File: src/rtl/spi_reg_engine.sv
module spi_reg_engine (
  input  logic        clk,
  input  logic        rst_n,
  input  logic        cmd_valid,
  input  logic        cmd_read,
  input  logic        cmd_stream,
  input  logic [12:0] cmd_addr,
  input  logic [2:0]  cmd_len,
  input  logic [2:0]  cmd_cs,
  input  logic [63:0] cmd_wdata,
  output logic        busy,
  output logic        done,
  output logic        err,
  output logic [31:0] rdata,
  output logic        sclk,
  output logic        mosi,
  input  logic        miso,
  output logic [2:0]  cs_code
);
  localparam int FRAME_W = 80;

  logic [FRAME_W-1:0] sh;
  logic [6:0]  bits_left;
  logic [1:0]  ph;
  logic [31:0] rx;
  logic [2:0]  len_q;
  logic        rd_q;
  logic        active;
  logic [2:0]  cs_q;

  wire        take   = cmd_valid && !active;
  wire        len_ok = (cmd_len >= 3'd1) && (cmd_len <= 3'd4);
  wire        legal  = cmd_cs[2] && (cmd_stream ? !cmd_read : len_ok);
  wire        is_rd  = cmd_read && !cmd_stream;
  wire [1:0]  lcode  = cmd_stream ? 2'd3 : 2'(cmd_len - 3'd1);
  wire [15:0] instr  = {is_rd, lcode, cmd_addr};
  wire [5:0]  pad    = 6'd32 - {cmd_len, 3'b000};
  wire [31:0] wjust  = cmd_wdata[31:0] << pad;
  wire [63:0] payload = cmd_stream ? cmd_wdata : (is_rd ? 64'd0 : {wjust, 32'd0});
  wire [6:0]  nbits  = cmd_stream ? 7'd80 : 7'd16 + {1'b0, cmd_len, 3'b000};
  wire [31:0] mask   = (len_q == 3'd4) ? 32'hFFFF_FFFF
                                       : ((32'd1 << {len_q, 3'b000}) - 32'd1);

  always_ff @(posedge clk) begin
    if (!rst_n) begin
      sh <= '0; bits_left <= '0; ph <= '0; rx <= '0; len_q <= '0;
      rd_q <= 1'b0; active <= 1'b0; cs_q <= '0;
      done <= 1'b0; err <= 1'b0; rdata <= '0;
    end else begin
      done <= 1'b0;
      err  <= 1'b0;
      if (take) begin
        if (legal) begin
          active    <= 1'b1;
          sh        <= {instr, payload};
          bits_left <= nbits;
          ph        <= 2'd0;
          cs_q      <= cmd_cs;
          rd_q      <= is_rd;
          len_q     <= cmd_len;
          rx        <= '0;
        end else begin
          err <= 1'b1;
        end
      end else if (active) begin
        ph <= ph + 2'd1;
        if (ph == 2'd1) rx <= {rx[30:0], miso};
        if (ph == 2'd3) begin
          sh        <= sh << 1;
          bits_left <= bits_left - 7'd1;
          if (bits_left == 7'd1) begin
            active <= 1'b0;
            cs_q   <= '0;
            done   <= 1'b1;
            rdata  <= rd_q ? (rx & mask) : 32'd0;
          end
        end
      end
    end
  end

  assign busy    = active;
  assign sclk    = active && ph[1];
  assign mosi    = active && sh[FRAME_W-1];
  assign cs_code = cs_q;

  AST_DONE_SINGLE: assert property (@(posedge clk) disable iff (!rst_n) done |=> !done);
  AST_DONE_IDLE: assert property (@(posedge clk) disable iff (!rst_n) done |-> !busy);
  AST_ERR_NO_XFER: assert property (@(posedge clk) disable iff (!rst_n) err |-> (!busy && !sclk));
  AST_CS_LEGAL: assert property (@(posedge clk) disable iff (!rst_n) busy |-> cs_code[2]);
  AST_IDLE_QUIET: assert property (@(posedge clk) disable iff (!rst_n) !busy |-> (cs_code == 3'd0 && !sclk));
  AST_CS_HELD: assert property (@(posedge clk) disable iff (!rst_n) busy |=> (!busy || $stable(cs_code)));
  AST_MOSI_HIGH_STABLE: assert property (@(posedge clk) disable iff (!rst_n) (busy && sclk) |=> (!sclk || $stable(mosi)));
  AST_MOSI_RISE_STABLE: assert property (@(posedge clk) disable iff (!rst_n) (busy && $rose(sclk)) |-> $stable(mosi));
endmodule

File: config.mk
export PLATFORM = sky130hd
export DESIGN_NAME = spi_reg_engine
export DESIGN_NICKNAME = d
export VERILOG_FILES = /design/src/rtl/spi_reg_engine.sv
export SDC_FILE = /design/constraint.sdc
export NUM_CORES = 1
export LEC_CHECK = 0
export BUFFER_PORTS_ARGS = -buffer_cell sky130_fd_sc_hd__clkbuf_2
export CAP_MARGIN = 10
export CORE_ASPECT_RATIO = 1.25
export CORE_MARGIN = 5
export CORE_UTILIZATION = 60
export DETAILED_ROUTE_END_ITERATION = 16
export PLACE_DENSITY = 0.9
export SETUP_SLACK_MARGIN = 0.1
export SLEW_MARGIN = 20
export SYNTH_ARGS = -nofsm -noshare
export SYNTH_HDL_FRONTEND = slang
export SYNTH_SLANG_ARGS = --single-unit
export TNS_END_PERCENT = 10
File: constraint.sdc
create_clock -name clk -period 4.1 [get_ports clk]
set_input_delay 0 -clock clk [delete_from_list [all_inputs] [get_ports clk]]
set_output_delay 0 -clock clk [all_outputs]
set_load 0.1 [all_outputs]
# Yosys cells after proc, flatten, opt, wreduce, memory -nomap -nowiden
# Index checks and enable logic that the tools add are counted.
# Widths: inputs -> output; s select.
# totals
register_bits,163
latchBits,0
ram_bits,0
romBits,0
input_bits,89
elab_cells,86
memories,0
# classes
add_sub_neg,6
multipliers,0
n_div,0
n_lt_le_gt_ge,2
eq_ne,5
shifts,2
muxes,34
bitwise_logic,5
n_reduce_logical,21
# ops
cell,count
$mux 80,4
$mux 32,6
$mux 64,2
$mux 7,5
$and 32x32->32,1
$shl 1x6->32 const A,1
$shl 32x6->32,1
$sub 32x1->32 const B,1
$mux 3,5
$mux 1,8
$mux 2,4
$reduce_and 4->1,2
$reduce_bool 2->1,4
$add 5x6->7 const A,1
$eq 7x1->1 const B,1
$sub 7x1->7 const B,1
$logic_and 1x1->1,6
$reduce_and 2->1,3
$reduce_and 3->1,2
$sub 6x6->6 const A,1
$not 1->1,4
$reduce_or 4->1,1
$eq 3x3->1 const B,1
$ge 3x1->1 const B,1
other kinds (7),9

# Longest topological paths before layout
# logic_depth
ltp_word,6
mapped_depth,12
depth_no_buf,9

# Worst setup path before layout
# Ideal clock, no wire load.
# synth_path
kind,reg-to-reg
startpoint,"register active, in the netlist busy"
endpoint,register sh[20]
setup_time_ns,0.079
arrival_time_ns,2.194
setup_slack_ns,1.827
path_stages_with_launch,8
path_buffers,4
cell_sequence,dfxtp_1 > buf_2 > nand2b_1 > buf_2 > buf_2 > buf_1 > a211oi_1 > nor3_1
# synth_via
elab_chain_len,4
elab_cells_between_ends,7
# synth_rtl
item,line_no,text
start: declaration,28,logic active;
start signal: assignment,47,rd_q <= 1'b0; active <= 1'b0; cs_q <= '0;
start signal: assignment,54,active <= 1'b1;
start signal: assignment,72,active <= 1'b0;
$logic_not 1->1,31,wire take = cmd_valid && !active;
$logic_and 1x1->1,31,
$ne 2x1->1 (no line) / $reduce_bool 2->1 (equally long branches),n/a,
$reduce_and 3->1 (no line),n/a,
end signal: assignment,55,"sh <= {instr, payload};"
end signal: assignment,69,sh <= sh << 1;
end: declaration,22,logic [FRAME_W-1:0] sh;
# Several ways; a longest one is shown, not always the timed one.
# A chain may end at the register's enable or synchronous reset.

# Worst setup path in the final report
# layout_path
startpoint,input cmd_len[1]
endpoint,register sh[52]
# layout_via
elab_chain_len,6
elab_cells_between_ends,13
# layout_rtl
item,line_no,text
start: declaration,8,"input logic [2:0] cmd_len,"
$sub 6x6->6 (tied with other cells),37,"wire [5:0] pad = 6'd32 - {cmd_len, 3'b000};"
$shl 32x6->32 / $logic_and 1x1->1 (equally long branches),"38, 32",
$mux 64 / $mux 1 (equally long branches),"39, 33",
$mux 64 / $logic_and 1x1->1 (equally long branches),"39, 33",
$mux 80 / $ne 2x1->1 (equally long branches),n/a,
$mux 80 / $reduce_and 3->1 (equally long branches),n/a,
# Several ways; a longest one is shown, not always the timed one. The select of a mux whose other input is x is not followed.

==> flow_summary.toml <==
[place]
dpl_cell_area_mm2 = 0.00824
portBuffers = 128
place.detailed.hpwl_um = 13800
gp_congestion = 0.954
dpl.cell_count = 1099
preCtsSetupSlack_ns = 1.40

[route]
drt_wl_total_um = 21900
drt_first_pass_iters = 5
drt_iter0_drc = 555
via_count = 7378
drc = 0
antenna_left = 0
avgViaCountPerCell = 6.27
routedWlPerCell_um = 18.6

[synthesis]
synth_cell_type_count = 66
synth-edff-count = 0
yosys.area.top_type = "dfxtp_1"
yosys.area.top_type_share_pct = 42.2
synth-seq-cells = 163
ys_top_cells_by_area = "dfxtp_1 (42%), nand2_1 (5.6%), nor2_1 (4.4%)"
synth_flop_cell = "dfxtp_1"
syn_avg_cell_area_um2 = 8.81
yosysWarnings = 0
syn_inst = 877
ys_async_sr_fraction_pct = 0
synth_nets = 976
syn-cell-area_mm2 = 0.00772
yosysSeqAreaShare_pct = 42.2

[timing]
layout_setup_ws_ns = 1.58
hold_violations = 0
finClkSkew_ns = 0.00936
tightest_slew_ns = 1.06
setup_viol = 0
fmax_ghz = 0.397
fin_crit_sh_pct = 61.4
rsz0062_at_grt = "no"
fin_tns_setup_ns = 0
fin_crit_ns = 2.52
slew_violations = 0
relSlewSlack_pct = 29.3

[floorplanning]
core-area_mm2 = 0.0127
dieArea_mm2 = 0.0153
initial_utilization_pct = 61.0
die_w_um = 111
num_rows = 46
die_h_um = 137
io_pins = 129

[hold_path]
min_path_type = "in2reg"
whs_endpoint = "sh[35]$_SDFFE_PN0P_"
holdCritStartpoint = "cmd_wdata[35]"
holdPathStages = 5

[worst_setup_path]
critPathLaunchType = "input pin"
critPathRequiredTime_ns = 4.38
r2r_cells = 4
end_kind = "flip-flop"
critPathArrivalTime_ns = 2.80
worst_r2r_endpoint = "sh[43]$_SDFFE_PN0P_"
crit_type = "in2reg"
ff2ff_setup_slack_ns = 1.66
r2r_start = "busy$_SDFFE_PN0P_"
crit_fanout = 18

[run_status]
status = "completed"

[layout]
num-fill-cells = 943
stdcell_count = 1177
layout_commonest_cell = "dfxtp_1"
seq_area_mm2 = 0.00326
multi_input_area_mm2 = 0.00401
layout.nets = 1095
design_area_mm2 = 0.00937
antenna_cells = 0
drive_above_1_share_pct = 22.6
area_growth_pct = 21.3
layout_common_cells = "dfxtp_1 (163), clkbuf_2 (128), nand2_1 (116)"

[global_route]
antenna_found_initial = 0
grt_pass1_vias = 7182
grt_pass1_wl_um = 35300
grt.overflow.total = 0
grt_use_total_pct = 28.4
grt_start_max_net_pins = 110

[power_and_ir_drop]
ir_drop_uv = 290
p_leak_nw = 3.67
power_mw = 3.92
power_density_mw_per_mm2 = 418

[job]
cap_viol_max_count = 0

[clock_tree]
htree_levels = 4
clk_pin_slew_worst_paths_ns = 0.07
cts_buffers = 17
cts_tree = "built"
cts_sinks = 163
cts_resized = 0
clk_latency_ns = 0.43
clock_path_buffers = 2
cts_root_buf = "clkbuf_16"
synth_stat cells, types with 10 or more instances:
cell and number:
dfxtp_1 163, nand2_1 116, nor2_1 91, clkbuf_1 43, a21oi_1 35, a22o_1 32, a311oi_1 30, nand3_1 30
o211ai_1 28, and3_1 26, a22oi_1 21, buf_2 20, nor3_1 20, o21ai_0 20, mux2i_1 16, a211oi_1 15
nand3b_1 12, buf_6 11, ha_1 10
logic make-up (layout without fill, tap and decap cells):
| logic type | count (synthesis) | after routing | share of synthesized area, % |
|---|---|---|---|
| adders and majority gates | 10 | 10 | 1.62 |
| AOI/OAI and AO/OA | 255 | 255 | 25.8 |
| muxes | 25 | 25 | 3.39 |
| DFF | 163 | 163 | 42.2 |
| xor gates and xnor gates | 1 | 1 | 0.113 |
| buffers and inverters | 95 | 227 | 6.35 |
| and+or+nand+nor | 328 | 328 | 20.5 |
per-layer routing:
metal  vias up  GRT usage, %  part of all wire, %
met3        81          5.48                  6.9
met5         -             0                    0
met2       347          50.9                   50
met4         0          13.5                  4.2
li1       3457             -                    -
met1      3493          32.6                   39
where the power goes:
part           leakage [nW]  total (mW)  switching [mW]  internal, mW
combinational          2.03       0.487           0.298         0.189
sequential             1.32        1.67          0.0345          1.63
clock                 0.317        1.76           0.705          1.06
total                  3.67        3.92            1.04          2.88
critical path, cell delays in order:
cell           delay [ns]
dlygate4sd3_1        0.54
clkbuf_2             0.15
inv_1                0.10
ha_1                 0.62
buf_4                0.34
mux2i_1              0.32
o21ai_0              0.20
a221o_1              0.36
o211ai_1             0.08
a21oi_1              0.08
stage by stage:
| stage | hold WS [ns] | util [%] |
|---|---|---|
| global placement | 0.224 | 65.1 |
| detailed placement | 0.230 | 65.1 |
| CTS | 0.0110 | 73.9 |
| finish | 0.00926 | 74.0 |
| floorplan | 0.126 | - |
| global route | 0.0528 | 74.0 |
worst max path at each step:
stage,startpoint,endpoint,slack (ns),cells after the start
4_1_cts,cmd_len[1],sh[43]$_SDFFE_PN0P_,1.37,11
6_report,cmd_len[1],sh[52]$_SDFFE_PN0P_,1.58,10
5_1_grt,cmd_len[1],sh[43]$_SDFFE_PN0P_,1.42,11
2_1_floorplan,busy$_SDFFE_PN0P_,sh[20]$_SDFFE_PN0P_,1.83,7
3_5_place_dp,cmd_len[0],sh[43]$_SDFFE_PN0P_,1.40,9
3_3_place_gp,cmd_len[0],sh[47]$_SDFFE_PN0P_,1.49,9
final cells by class:
cell class	instances	share of cell area, %
Multi-Input combinational cell	619	42.8
Clock inverter	14	2.26
Timing Repair Buffer	185	12.8
Inverter	10	0.427
Clock buffer	18	4.69
Tap cell	168	2.24
Sequential cell	163	34.8
timing repair:
action	CTS	global route
endpoints found under the hold margin	46	0
setup buffers	0	0
hold buffers	46	0
flip-flops by register name (all words and copies together), names as in the netlist:
name       cells
rdata         32
rd_q           1
bits_left      7
len_q          3
busy           1
rx            32
done           1
cs_code        3
ph             2
sh            80
err            1
Note: power is estimated with default switching activity, not from simulation.
